`config.mk`:
```
export PLATFORM = sky130hd
export DESIGN_NAME = pcm_rx_port
export DESIGN_NICKNAME = d
export VERILOG_FILES = /design/src/rtl/pcm_rx_pkg.sv /design/src/rtl/pcm_rx_sync.sv /design/src/rtl/pcm_rx_clkgen.sv /design/src/rtl/pcm_rx_deser.sv /design/src/rtl/pcm_rx_port.sv
export SDC_FILE = /design/constraint.sdc
export NUM_CORES = 1
export LEC_CHECK = 0
export BUFFER_PORTS_ARGS = -buffer_cell sky130_fd_sc_hd__buf_2
export CAP_MARGIN = 40
export CORE_MARGIN = 2
export CORE_UTILIZATION = 63
export DETAILED_ROUTE_END_ITERATION = 8
export PLACE_DENSITY = 0.84
export SYNTH_ARGS = -nofsm -noshare
export SYNTH_HDL_FRONTEND = slang
export SYNTH_SLANG_ARGS = --single-unit
```
`constraint.sdc`:
```
create_clock -name clk -period 5.55 [get_ports clk]
set_clock_uncertainty 0.1 [all_clocks]
set_input_delay 0 -clock clk [delete_from_list [all_inputs] [get_ports clk]]
set_output_delay 0 -clock clk [all_outputs]
set_load 0.05 [all_outputs]
```
`src/rtl/pcm_rx_pkg.sv`:
```
package pcm_rx_pkg;

   localparam int PCM_W = 24;

   typedef enum logic [1:0] {
      RES_16 = 2'd0,
      RES_18 = 2'd1,
      RES_20 = 2'd2,
      RES_24 = 2'd3
   } res_e;

   function automatic int unsigned res_bits(input logic [1:0] code);
      case (res_e'(code))
         RES_16:  return 16;
         RES_18:  return 18;
         RES_20:  return 20;
         default: return 24;
      endcase
   endfunction

   function automatic logic [PCM_W-1:0] res_mask(input logic [1:0] code);
      logic [PCM_W-1:0] m;
      m = '0;
      for (int i = 0; i < PCM_W; i++) begin
         if (i < int'(res_bits(code))) m[i] = 1'b1;
      end
      return m;
   endfunction

endpackage

```
`src/rtl/pcm_rx_sync.sv`:
```
module pcm_rx_sync #(
   parameter int WIDTH  = 3,
   parameter int STAGES = 2
) (
   input  logic             clk,
   input  logic             rst_n,
   input  logic [WIDTH-1:0] d,
   output logic [WIDTH-1:0] q
);

   generate
      if (STAGES < 2) begin : g_bad_stages
         $error("pcm_rx_sync: STAGES must be at least 2");
      end
      if (WIDTH < 1) begin : g_bad_width
         $error("pcm_rx_sync: WIDTH must be positive");
      end
   endgenerate

   logic [STAGES-1:0][WIDTH-1:0] chain;

   always_ff @(posedge clk or negedge rst_n) begin
      if (!rst_n) chain <= '0;
      else        chain <= {chain[STAGES-2:0], d};
   end

   assign q = chain[STAGES-1];

endmodule

```
`src/rtl/pcm_rx_clkgen.sv`:
```
module pcm_rx_clkgen #(
   parameter int DIV_W     = 8,
   parameter int SLOT_BITS = 32
) (
   input  logic             clk,
   input  logic             rst_n,
   input  logic             en,
   input  logic [DIV_W-1:0] cfg_div,
   output logic             sck_c,
   output logic             ws_right
);

   localparam int BIT_W = (SLOT_BITS > 1) ? $clog2(SLOT_BITS) : 1;
   localparam logic [BIT_W-1:0] LAST_BIT = BIT_W'(SLOT_BITS - 1);

   generate
      if (SLOT_BITS < 2) begin : g_bad_slot
         $error("pcm_rx_clkgen: SLOT_BITS must be at least 2");
      end
   endgenerate

   logic [DIV_W-1:0] div_cnt;
   logic [BIT_W-1:0] bit_idx;
   logic             half_done;

   assign half_done = (div_cnt == cfg_div);

   always_ff @(posedge clk or negedge rst_n) begin
      if (!rst_n) begin
         div_cnt  <= '0;
         sck_c    <= 1'b0;
         ws_right <= 1'b0;
         bit_idx  <= '0;
      end else if (!en) begin
         div_cnt  <= '0;
         sck_c    <= 1'b0;
         ws_right <= 1'b0;
         bit_idx  <= '0;
      end else if (half_done) begin
         div_cnt <= '0;
         sck_c   <= ~sck_c;
         if (sck_c) begin
            // launch edge: advance bit position, switch phase at slot end
            if (bit_idx == LAST_BIT) begin
               bit_idx  <= '0;
               ws_right <= ~ws_right;
            end else begin
               bit_idx <= bit_idx + 1'b1;
            end
         end
      end else begin
         div_cnt <= div_cnt + 1'b1;
      end
   end

endmodule

```
`src/rtl/pcm_rx_deser.sv`:
```
module pcm_rx_deser #(
   parameter int DATA_W = 24,
   parameter int CNT_W  = 6
) (
   input  logic              clk,
   input  logic              rst_n,
   input  logic              sck_s,
   input  logic              ws_s,
   input  logic              sd_s,
   input  logic              cfg_sck_inv,
   input  logic              cfg_ws_inv,
   input  logic              cfg_rjust,
   input  logic              cfg_delay,
   input  logic [1:0]        cfg_res,
   output logic [DATA_W-1:0] left_data,
   output logic [DATA_W-1:0] right_data,
   output logic              sample_valid
);
   import pcm_rx_pkg::*;

   localparam logic [CNT_W-1:0] CNT_MAX = '1;

   generate
      if ((2 ** CNT_W) <= (PCM_W + 2)) begin : g_bad_cnt
         $error("pcm_rx_deser: CNT_W too small for the widest sample");
      end
   endgenerate

   logic              sck_prev;
   logic              have_prev;
   logic              ws_prev;
   logic              locked;
   logic              left_got;
   logic [CNT_W-1:0]  idx;
   logic [DATA_W-1:0] acc;
   logic [DATA_W-1:0] shreg;
   logic [DATA_W-1:0] left_hold;

   logic              samp;
   logic              is_left;
   logic              change;
   logic              active;
   logic [CNT_W-1:0]  k;
   logic [CNT_W-1:0]  nbits;
   logic [CNT_W-1:0]  first_bit;
   logic [CNT_W-1:0]  last_bit;
   logic              in_data;
   logic [DATA_W-1:0] acc_base;
   logic [DATA_W-1:0] acc_next;
   logic [DATA_W-1:0] mask;
   logic              lj_done;
   logic              rj_done;
   logic              done_is_left;
   logic [DATA_W-1:0] word_done;

   always_comb begin
      samp      = (sck_s ^ cfg_sck_inv) && !(sck_prev ^ cfg_sck_inv);
      is_left   = (ws_s == cfg_ws_inv);
      change    = have_prev && (is_left != ws_prev);
      active    = locked || change;
      k         = change ? '0 : idx;
      nbits     = CNT_W'(res_bits(cfg_res));
      first_bit = {{(CNT_W-1){1'b0}}, cfg_delay};
      last_bit  = first_bit + nbits - CNT_W'(1);
      in_data   = (k >= first_bit) && (k <= last_bit);
      acc_base  = change ? '0 : acc;
      acc_next  = in_data ? {acc_base[DATA_W-2:0], sd_s} : acc_base;
      mask      = DATA_W'(res_mask(cfg_res));
      lj_done   = !cfg_rjust && (k == last_bit);
      rj_done   = cfg_rjust && change && locked;
      done_is_left = lj_done ? is_left : ws_prev;
      word_done    = lj_done ? acc_next : (shreg & mask);
   end

   always_ff @(posedge clk or negedge rst_n) begin
      if (!rst_n) begin
         sck_prev     <= 1'b0;
         have_prev    <= 1'b0;
         ws_prev      <= 1'b0;
         locked       <= 1'b0;
         left_got     <= 1'b0;
         idx          <= '0;
         acc          <= '0;
         shreg        <= '0;
         left_hold    <= '0;
         left_data    <= '0;
         right_data   <= '0;
         sample_valid <= 1'b0;
      end else begin
         sample_valid <= 1'b0;
         sck_prev     <= sck_s;
         if (samp) begin
            have_prev <= 1'b1;
            ws_prev   <= is_left;
            if (change) locked <= 1'b1;
            if (active) begin
               idx   <= (k == CNT_MAX) ? k : k + 1'b1;
               acc   <= acc_next;
               shreg <= {shreg[DATA_W-2:0], sd_s};
               if (lj_done || rj_done) begin
                  if (done_is_left) begin
                     left_hold <= word_done;
                     left_got  <= 1'b1;
                  end else if (left_got) begin
                     left_data    <= left_hold;
                     right_data   <= word_done;
                     sample_valid <= 1'b1;
                     left_got     <= 1'b0;
                  end
               end
            end
         end
      end
   end

endmodule

```
`src/rtl/pcm_rx_port.sv`:
```
module pcm_rx_port #(
   parameter int DATA_W      = 24,
   parameter int SLOT_BITS   = 32,
   parameter int DIV_W       = 8,
   parameter int SYNC_STAGES = 2,
   parameter int CNT_W       = 6,
   parameter bit HAS_MASTER  = 1'b1
) (
   input  logic              clk,
   input  logic              rst_n,
   input  logic              cfg_master,
   input  logic [DIV_W-1:0]  cfg_div,
   input  logic [1:0]        cfg_res,
   input  logic              cfg_rjust,
   input  logic              cfg_delay,
   input  logic              cfg_sck_inv,
   input  logic              cfg_ws_inv,
   input  logic              sck_in,
   input  logic              ws_in,
   input  logic              sd_in,
   output logic              sck_out,
   output logic              ws_out,
   output logic [DATA_W-1:0] left_data,
   output logic [DATA_W-1:0] right_data,
   output logic              sample_valid
);
   import pcm_rx_pkg::*;

   localparam int LINK_W = 3;

   generate
      if (DATA_W < PCM_W) begin : g_bad_data_w
         $error("pcm_rx_port: DATA_W must hold the widest sample");
      end
      if (SLOT_BITS < PCM_W + 1) begin : g_bad_slot
         $error("pcm_rx_port: SLOT_BITS must fit the widest sample plus delay");
      end
      if (DIV_W < 1) begin : g_bad_div
         $error("pcm_rx_port: DIV_W must be positive");
      end
   endgenerate

   logic              master_en;
   logic              gen_sck;
   logic              gen_ws_right;
   logic [LINK_W-1:0] link_raw;
   logic [LINK_W-1:0] link_sync;

   generate
      if (HAS_MASTER) begin : g_master
         pcm_rx_clkgen #(
            .DIV_W     (DIV_W),
            .SLOT_BITS (SLOT_BITS)
         ) u_clkgen (
            .clk      (clk),
            .rst_n    (rst_n),
            .en       (cfg_master),
            .cfg_div  (cfg_div),
            .sck_c    (gen_sck),
            .ws_right (gen_ws_right)
         );
         assign master_en = cfg_master;
      end else begin : g_slave_only
         assign gen_sck      = 1'b0;
         assign gen_ws_right = 1'b0;
         assign master_en    = 1'b0;
      end
   endgenerate

   assign sck_out = gen_sck ^ cfg_sck_inv;
   assign ws_out  = gen_ws_right ^ cfg_ws_inv;

   // generated clocks loop back through the same synchroniser as the data
   assign link_raw = {master_en ? sck_out : sck_in,
                      master_en ? ws_out  : ws_in,
                      sd_in};

   pcm_rx_sync #(
      .WIDTH  (LINK_W),
      .STAGES (SYNC_STAGES)
   ) u_sync (
      .clk   (clk),
      .rst_n (rst_n),
      .d     (link_raw),
      .q     (link_sync)
   );

   pcm_rx_deser #(
      .DATA_W (DATA_W),
      .CNT_W  (CNT_W)
   ) u_deser (
      .clk          (clk),
      .rst_n        (rst_n),
      .sck_s        (link_sync[2]),
      .ws_s         (link_sync[1]),
      .sd_s         (link_sync[0]),
      .cfg_sck_inv  (cfg_sck_inv),
      .cfg_ws_inv   (cfg_ws_inv),
      .cfg_rjust    (cfg_rjust),
      .cfg_delay    (cfg_delay),
      .cfg_res      (cfg_res),
      .left_data    (left_data),
      .right_data   (right_data),
      .sample_valid (sample_valid)
   );

endmodule

```
==> reports/metrics.csv, run 1 <==
metric,value,unit
DRC Markers,0,
worst path cell trace,"xnor3_1, nand2_1, and2_1, ha_1, nor2b_1, o41ai_1, o211ai_1, a21oi_2, buf_4, and3_1, a22o_1",
"Req. time, crit path",5.92,ns
"Top FF cell, synth",dfrtp_1,
failing checks,negative hold slack,
maximum vdd drop,0.294,mV
sequential share of the synthesized area,0.543,
fin nets,733,
CP startpoint kind,flop,
largest net degree at the start of global routing,88,
Logic pwr share,0.210,
clock share of power,0.360,
worst slew pin tran,0.909,ns
worst path bufs/invs,1,
P_int,2.13,mW
DR vias/cell,6.17,
P_leak,4.11,nW
area added between synthesis and finish,17.0,%
NetSw,1.04,mW
Slew Limit Headroom,0.394,
Pwr Density,384,nW/µm²
Max Clk Rate,237,MHz
Die X,110,µm
Ports,71,
TritonCTS clock tree,done,
CTS Buf Count,17,
Max stage delay on crit path,0.80,ns
ANT nets after route,0,
Initial DRC Count,557,
Flop pwr share,0.430,
Final Hold Vio Count,2,
Worst setup EP type,flop,
die height,110,µm
area of the core,10900,µm²
status,finished with violations,
full die area,12100,µm²
# fillers,660,
first-pass GRT wire length,26200,µm
n_diodes,0,
slowest CP cell,and3_1,
maxcap violations,0,
synth unique cells,58,
WHS,-0.00991,ns
worst setup path category,reg -> reg,
Detailed Route WL,16000,µm
Synth Instances,617,
grt total ovfl,0,
WP data arrival,4.60,ns
Yosys reg bits,153,
Post-synth ARST share,1.00,
Post-Syn Area,7050,µm²
setup_tns,0,ns
Root Driver,clkbuf_8,
GRT Resource Usage Total,0.286,
clock buffer depth,2,
clock sinks,153,
Final min period,4.22,ns
vias in the first global route,5359,
average cell area after synthesis,11.4,µm²
RSZ-0062 raised after global routing,false,
post-CTS sizing,0,
initial antenna violation count,0,
RePlAce Congestion,0.913,
largest fanout on the critical path,26,
Via Count,5257,
Final Cycle Share,0.761,
switching part of the total,0.328,
row count,38,
layout cell share with drive strength beyond 1,0.278,
min-delay worst type,in -> async,
I/O Buffers,70,
YS warnings,0,
routed len/inst,18.8,µm
# setup viols final,0,
Crit path max-delay family,simple AND/OR/NAND/NOR gates,
Post-synth EDFFs,0,
Worst-path clk slew,0.07,ns
Final Max Tran Viols,0,
syn_nets,651,
DP Wirelength,9760,µm
initial cell density of the core,0.648,
Max H-tree Level,4,
Pre-antenna DRT Iters,5,
"Clk Latency, worst-skew pair",0.54,ns
[per-stage QoR]
stage | util | instance area (µm²) | setup slack, ns | total power [mW] | instances
global placement | 0.685 | 7460 | 1.77 | 1.97 | 801
global route | 0.758 | 8260 | 1.17 | 3.30 | 852
detailed placement | 0.690 | 7510 | 1.59 | 2.01 | 804
finish | 0.758 | 8260 | 1.33 | 3.17 | 852
CTS | 0.758 | 8260 | 1.56 | 3.18 | 852
floorplan | - | 7050 | 2.36 | 1.82 | 617
[cells in the final DEF, fill, tap and decap left out, drive strengths merged, types with 2 or more instances in the layout]
master       instances
a21boi               6
a21oi               12
a22o                23
a22oi               16
a31oi               12
and2                 5
and3                 6
buf                 81
bufinv               2
clkbuf              18
clkinv               4
dfrtp              153
dlygate4sd3         16
ha                  14
inv                 21
mux2                76
nand2              106
nand3               11
nand4                5
nor2                21
nor2b                2
nor3                 4
nor4b                8
o21ai               37
o31ai                2
or3                  2
or4                  2
xnor2               11
xnor3                2
xor2                10
[final timing paths]
path	startpoint	end	slack [ns]	cells after the start
max in group asynchronous	rst_n	u_deser.left_data[23]	4.02	3
setup reg to reg	u_sync.q[1]	u_deser.acc[5]	1.33	11
hold / removal	rst_n	g_master.u_clkgen.bit_idx[3]	-0.01	2
hold reg to reg	u_sync.chain[0]	u_sync.q[0]	0.26	0
min in group clk	cfg_ws_inv	u_deser.ws_prev	0.01	5
setup / recovery	u_sync.q[1]	u_deser.acc[5]	1.33	11
[power groups by stage]
stage                     logic (mW)  registers (mW)  clock network [mW]
final                          0.666            1.36                1.14
after global placement         0.602            1.37                   0
after CTS                      0.658            1.36                1.16
after floorplan                0.372            1.45                   0
after global routing           0.719            1.38                1.20
after detailed placement       0.635            1.37                   0
[cell usage after synthesis, drive strengths merged, types with 4 or more instances]
library cell,n,share of area
a22o,23,0.029
nand4,5,0.0044
clkbuf,13,0.0069
o21ai,37,0.026
nand3,11,0.0078
inv,14,0.0075
dfrtp,153,0.54
xnor2,11,0.014
a31oi,12,0.011
nor4b,8,0.0099
and2,5,0.0044
nor2,21,0.011
a22oi,16,0.017
nand2,106,0.056
mux2,76,0.12
xor2,10,0.012
ha,14,0.025
and3,6,0.0053
nor3,4,0.0035
a21boi,6,0.0064
buf,21,0.021
a21oi,12,0.0090
[worst reg2reg max path, delay by kind of cell (launching register included)]
kind / cells / cell delay, ns
simple gates: 4 / 1.57
fa+ha+maj: 1 / 0.34
xor+xnor: 1 / 0.45
flops: 1 / 0.44
buf+inv: 1 / 0.29
compound gates: 4 / 0.99
[state kept, by name, summed over array words and instances, names as in the netlist]
register and flops:
u_deser.acc 24, u_deser.left_data 24, u_deser.left_hold 24, u_deser.right_data 24, u_deser.shreg 24, g_master.u_clkgen.div_cnt 8
u_deser.idx 6, g_master.u_clkgen.bit_idx 5, u_sync.chain 3, u_sync.q 3, g_master.u_clkgen.sck_c 1, g_master.u_clkgen.ws_right 1
u_deser.have_prev 1, u_deser.left_got 1, u_deser.locked 1, u_deser.sample_valid 1, u_deser.sck_prev 1, u_deser.ws_prev 1
[what timing repair did]
action,in CTS,in global routing
hold buffers,16,0
hold endpoints to repair,111,0
endpoints found under the setup margin,0,0
buffers inserted,0,0
[layout make-up]
cell class,count,area (µm²),area share
inverters,14,52.6,0.00637
flip-flops and latches,153,3830,0.464
multi-input cells,416,2990,0.362
well taps,140,175,0.0212
repair buffers,97,632,0.0765
clock inverters,14,164,0.0199
clock buffers,18,418,0.0506
[kinds of logic (layout without fill, tap and decap cells)]
logic type      after synthesis  in the layout  synth area share
mux                          77             77             0.123
simple gates                180            180             0.118
xor+xnor                     24             24            0.0358
buf+inv                      48            143            0.0351
flops                       153            153             0.543
fa+ha+maj                    14             14            0.0248
compound gates              121            121             0.121
[per-layer routing]
| metal | up-vias | wire length, µm | GRT usage |
|---|---|---|---|
| met3 | 50 | 856 | 0.0628 |
| li1 | 2360 | - | - |
| met5 | - | 0 | 0 |
| met1 | 2630 | 6320 | 0.355 |
| met2 | 217 | 8290 | 0.472 |
| met4 | 0 | 542 | 0.148 |
No activity file was read; power rests on OpenSTA's default activity.
==> run 2, diff against run 1 <==
--- a/config.mk
+++ b/config.mk
@@ -5,12 +5,13 @@
 export SDC_FILE = /design/constraint.sdc
 export NUM_CORES = 1
 export LEC_CHECK = 0
+export ABC_AREA = 1
 export BUFFER_PORTS_ARGS = -buffer_cell sky130_fd_sc_hd__buf_2
 export CAP_MARGIN = 40
 export CORE_MARGIN = 2
-export CORE_UTILIZATION = 63
+export CORE_UTILIZATION = 59
 export DETAILED_ROUTE_END_ITERATION = 8
-export PLACE_DENSITY = 0.84
+export PLACE_DENSITY = 0.8
 export SYNTH_ARGS = -nofsm -noshare
 export SYNTH_HDL_FRONTEND = slang
 export SYNTH_SLANG_ARGS = --single-unit
==> constraint.sdc (replaced) <==
create_clock -name clk -period 4 [get_ports clk]
set_clock_uncertainty 0.1 [all_clocks]
set_input_delay 0 -clock clk [delete_from_list [all_inputs] [get_ports clk]]
set_output_delay 0 -clock clk [all_outputs]
set_load 0.05 [all_outputs]
==> reports/metrics.csv, run 2 <==
metric,value,unit,change
DR vias/cell,5.48,,-11%
Final Cycle Share,0.820,,+0.0592
Final min period,3.28,ns,-0.943 ns
worst setup path startpoint,u_sync.q[1],,
"commonest non-fill, non-tap cell in the layout",nand2_1,,
most numerous cell in the Yosys netlist,nand2_1,,
GRT Resource Usage Total,0.260,,-0.0260
full die area,13200,µm²,+9.3%
Post-synth ARST share,1.00,,unchanged
fin nets,987,,+35%
Post-CTS Repair Setup Buffers,0,,unchanged
area added between synthesis and finish,16.6,%,
DRC Markers,0,,unchanged
layout cell share with drive strength beyond 1,0.134,,-0.144
Die X,115,µm,+4.5%
grt total ovfl,0,,unchanged
initial antenna violation count,0,,unchanged
Detailed Route WL,16000,µm,about the same
largest fanout on the critical path,24,,-7.7%
Worst R2R Start,u_sync.q[1],,
Synth Instances,882,,+43%
clock buffer depth,2,,unchanged
Yosys reg bits,153,,unchanged
"commonest cells after routing, fill and taps aside","nand2_1, dfrtp_1, nand3_1",,
final instance area,8440,µm²,+2.3%
row count,40,,+5.3%
Final Hold Vio Count,0,,-2
I/O Buffers,70,,unchanged
cell taking the most area after synthesis,dfrtp_1,,
clock sinks,153,,unchanged
worst slew pin tran,0.851,ns,-0.0576 ns
ANT nets after route,0,,unchanged
Pre-antenna DRT Iters,7,,+2
Slew Limit Headroom,0.431,,+0.0370
FF-to-FF setup slack,0.72,ns,-0.61 ns
CP startpoint kind,flop,,
TritonCTS clock tree,done,,
worst setup path category,reg -> reg,,
synth top area cells,"dfrtp_1, nand2_1, nand3_1, o21ai_0, inv_1",,
synth cell count leaders,"nand2_1, dfrtp_1, nand3_1",,
Initial DRC Count,558,,+0.18%
routed len/inst,14.4,µm,-23%
RePlAce Congestion,0.841,,-7.9%
"Req. time, crit path",4.21,ns,-1.71 ns
Max Clk Rate,305,MHz,+29%
P_leak,4.74,nW,+15%
YS warnings,0,,unchanged
Pwr Density,658,nW/µm²,+71%
average cell area after synthesis,8.21,µm²,-28%
first-pass GRT wire length,27000,µm,+3.3%
Via Count,6078,,+16%
"Top FF cell, synth",dfrtp_1,,
Worst setup EP type,flop,,
largest net degree at the start of global routing,82,,-6.8%
Max H-tree Level,4,,unchanged
syn_nets,916,,+41%
# setup viols final,0,,unchanged
R2R cell count,18,,+7
vias in the first global route,5778,,+7.8%
min-delay worst type,in -> reg,,
Worst-path clk slew,0.06,ns,about the same
R2R Path End,u_deser.left_hold[12],,
share of the synthesized area in the top cell type,0.529,,-0.0142
"Clk Latency, worst-skew pair",0.42,ns,-0.12 ns
maxcap violations,0,,unchanged
Critical path destination,u_deser.left_hold[12],,
sequential share of the synthesized area,0.529,,-0.0142
maximum vdd drop,0.468,mV,+59%
RSZ-0062 raised after global routing,false,,
Post-Syn Area,7240,µm²,+2.7%
Final Max Tran Viols,0,,unchanged
synth unique cells,41,,-29%
CTS Buf Count,17,,unchanged
post-route total power,5.56,mW,+75%
Root Driver,clkbuf_16,,
Ports,71,,unchanged
WP data arrival,3.49,ns,-1.11 ns
DP Wirelength,10300,µm,+5.6%
Post-synth EDFFs,0,,unchanged
initial cell density of the core,0.603,,-0.0449
area of the core,12000,µm²,+10%
dpl cell area,7690,µm²,+2.3%
die height,115,µm,+4.5%
# fillers,949,,+44%
setup_tns,0,ns,unchanged
n_diodes,0,,unchanged
status,"finished, final reports clean",,
==> run 2: cell types whose count changed after synthesis, moves of 12 or more <==
cell      delta
a22o_1      -23
a22oi_1     -15
clkbuf_1    +12
inv_1       +53
mux2_2      -75
nand2_1    +199
nand3_1     +93
nor2_1      +14
o21ai_0     +44
==> run 2: critical path: stages, from the launching register on <==
cell	delay [ns]
dfrtp_1	0.38
inv_1	0.07
nand2_1	0.05
nand3_1	0.11
nand3_4	0.15
nand2_1	0.16
inv_1	0.06
ha_1	0.31
a21oi_1	0.12
a21boi_0	0.17
o21ai_0	0.11
inv_1	0.06
nand2_1	0.04
nand2_1	0.07
nand2_1	0.51
nand2_1	0.27
nand3_1	0.18
nand3_1	0.18
nand2_1	0.06
==> run 2: where the power goes <==
group	switching [mW]	internal [mW]
combinational	1.20	0.470
sequential	0.236	1.95
clock	0.599	1.10
==> run 2: kinds of logic after synthesis <==
logic type	synth area share
AOI/OAI and AO/OA	0.0852
xor gates and xnor gates	0.0194
adders and majority gates	0.0242
buffers and inverters	0.0658
DFF	0.529
and+or+nand+nor	0.277
==> run 2: routing by layer <==
layer,track usage,up-vias,wire (µm)
li1,-,2992,-
met1,0.358,2848,7240
met2,0.412,216,7470
met3,0.0712,22,1080
met4,0.0731,0,204
met5,0,-,0
==> run 2: repair_timing <==
action | CTS | global route
gates resized for setup | 0 | 0
endpoints found under the hold margin | 99 | 0
hold buffers | 13 | 0
==> run 2: layout make-up <==
class | instances | area [µm²] | area share
multi-input combinational | 614 | 2940 | 0.348
clock buffer | 22 | 484 | 0.0574
tap | 147 | 184 | 0.0218
timing repair buffer | 95 | 597 | 0.0707
clock inverter | 7 | 141 | 0.0167
sequential | 153 | 3830 | 0.454
inverter | 72 | 270 | 0.0320
==> run 2: how the worst min path moves through the flow <==
stage	from	end	cells past startpoint
after global routing	cfg_ws_inv	u_deser.ws_prev	5
after floorplan	rst_n	g_master.u_clkgen.bit_idx[0]	0
after global placement	rst_n	u_deser.left_data[21]	1
after detailed placement	rst_n	u_deser.left_data[21]	1
final	cfg_ws_inv	u_deser.ws_prev	5
after CTS	cfg_ws_inv	u_deser.ws_prev	5
==> run 2: per-stage QoR <==
stage / worst slack, ns / instances / utilization / hold WS (ns)
6_report: 0.718 / 1110 / 0.703 / 0.0450
5_1_grt: 0.395 / 1110 / 0.703 / 0.0712
4_1_cts: 0.765 / 1110 / 0.703 / 0.0346
3_5_place_dp: 0.796 / 1068 / 0.640 / -0.00498
3_3_place_gp: 0.660 / 1067 / 0.638 / -0.00801
2_1_floorplan: 1.13 / 882 / - / -0.396
==> run 3, diff against run 2 <==
==> constraint.sdc (replaced) <==
create_clock -name clk -period 3.3 [get_ports clk]
set_clock_uncertainty 0.1 [all_clocks]
set_input_delay 0 -clock clk [delete_from_list [all_inputs] [get_ports clk]]
set_output_delay 0 -clock clk [all_outputs]
set_load 0.05 [all_outputs]
==> reports/metrics.csv, run 3 (same netlist as run 2, synthesis figures left out) <==
metric,value,unit,change
status,"finished, final reports clean",,
Pre-antenna DRT Iters,5,,-2
RePlAce Congestion,0.851,,+1.2%
largest fanout on the critical path,48,,+100%
worst slew pin tran,0.823,ns,-0.0276 ns
DP Wirelength,10100,µm,-1.6%
min-delay worst type,in -> reg,,
"Clk Latency, worst-skew pair",0.42,ns,about the same
I/O Buffers,70,,unchanged
Initial DRC Count,647,,+16%
Slew Limit Headroom,0.451,,+0.0198
routed len/inst,14.0,µm,-3.1%
Final Hold Vio Count,0,,unchanged
first-pass GRT wire length,26600,µm,-1.5%
maximum vdd drop,0.454,mV,-2.8%
ANT nets after route,0,,unchanged
# setup viols final,0,,unchanged
initial cell density of the core,0.603,,unchanged
Max H-tree Level,4,,unchanged
Die X,115,µm,unchanged
layout cell share with drive strength beyond 1,0.137,,+0.00330
Detailed Route WL,15600,µm,-2.6%
full die area,13200,µm²,unchanged
RSZ-0062 raised after global routing,false,,
Final Max Tran Viols,0,,unchanged
GRT Resource Usage Total,0.256,,-0.00380
WP data arrival,3.17,ns,-0.32 ns
met3 wire length,953,µm,-12%
"commonest cells after routing, fill and taps aside","nand2_1, dfrtp_1, nand3_1",,
post-route total power,6.64,mW,+20%
WL met1,7150,µm,-1.2%
Via Count,6042,,-0.59%
"Req. time, crit path",3.56,ns,-0.65 ns
Worst setup EP type,flop,,
Max Used Layer,met4,,
fin nets,990,,+0.30%
clock buffer depth,2,,unchanged
post-CTS sizing,0,,unchanged
clock sinks,153,,unchanged
P_leak,4.73,nW,-0.11%
area of the core,12000,µm²,unchanged
largest net degree at the start of global routing,95,,+16%
row count,40,,unchanged
Root Driver,clkbuf_16,,
vias in the first global route,5609,,-2.9%
CP startpoint kind,flop,,
DRC Markers,0,,unchanged
Max stage delay on crit path,0.40,ns,-0.11 ns
Worst-path clk slew,0.06,ns,about the same
Final min period,2.91,ns,-0.372 ns
Pwr Density,786,nW/µm²,+19%
DR vias/cell,5.41,,-1.1%
Max Clk Rate,344,MHz,+13%
met2 wire length,7170,µm,-4.0%
Ports,71,,unchanged
setup_tns,0,ns,unchanged
"commonest non-fill, non-tap cell in the layout",nand2_1,,
initial antenna violation count,0,,unchanged
slowest CP cell,buf_4,,
die height,115,µm,unchanged
TritonCTS clock tree,done,,
grt total ovfl,0,,unchanged
worst path cell trace,"inv_1, nand2_1, nand3_2, nand3_4, nand2_1, inv_1, ha_1, nand2_1, a21oi_2, nand4_1, inv_2, nand2_4, inv_2, nand2_4, nand2_2, buf_4, o21ai_0, nand2_1",,
worst setup path category,reg -> reg,,
CTS Buf Count,17,,unchanged
Final Cycle Share,0.882,,+0.0613
area added between synthesis and finish,16.7,%,
maxcap violations,0,,unchanged
Post-CTS Repair Setup Buffers,0,,unchanged
"most used cell, CP",nand2_1,,
n_diodes,0,,unchanged
[run 3: worst max-delay path: cells and delay by family, from the launching register on]
| kind | cells | cell delay, ns |
|---|---|---|
| simple gates | 10 | 0.98 |
| buf+inv | 5 | 0.71 |
| flops | 1 | 0.39 |
| compound gates | 2 | 0.32 |
| fa+ha+maj | 1 | 0.30 |
[run 3: metrics by stage]
stage / cell area, µm² / hold slack (ns) / cells / utilization / setup WS, ns
finish: 8450 / 0.0425 / 1116 / 0.704 / 0.390
floorplan: 7240 / -0.396 / 882 / - / 0.434
global placement: 7710 / 0.0288 / 1071 / 0.642 / 0.536
CTS: 8450 / 0.0163 / 1116 / 0.704 / 0.391
detailed placement: 7710 / 0.0312 / 1071 / 0.642 / 0.441
global route: 8450 / 0.0561 / 1116 / 0.704 / 0.0951
[run 3: path summary, 6_finish.rpt]
kind	start	to	slack (ns)	cells past startpoint
min reg2reg	u_sync.chain[1]	u_sync.q[1]	0.25	0
max	u_sync.q[1]	u_deser.right_data[5]	0.39	18
max reg2reg	u_sync.q[1]	u_deser.right_data[5]	0.39	18
max in group asynchronous	rst_n	u_deser.right_data[16]	2.17	3
min	cfg_rjust	u_deser.left_got	0.04	6
min in group asynchronous	rst_n	u_deser.left_hold[22]	0.13	2
[run 3: report_power, final]
| part | leakage [nW] | switching, mW | internal, mW |
|---|---|---|---|
| combinational | 2.42 | 1.44 | 0.578 |
| sequential | 2.03 | 0.275 | 2.36 |
| clock | 0.283 | 0.758 | 1.23 |
[run 3: layout make-up]
class | instances | area, µm²
clock buffer | 22 | 464
clock inverter | 10 | 143
fill | 948 | 3560
inverter | 72 | 270
multi-input combinational | 614 | 2940
sequential | 153 | 3830
tap | 147 | 184
timing repair buffer | 98 | 624
[run 3: timing repair]
action                                  4_1_cts  5_1_grt
hold endpoints to repair                    111        0
hold buffers                                 13        0
endpoints found under the setup margin        0        0
[run 3: layer usage]
layer / global-route usage / vias to the layer above
li1: - / 2996
met1: 0.356 / 2835
met2: 0.395 / 189
met3: 0.0569 / 22
met4: 0.107 / 0
met5: 0 / -
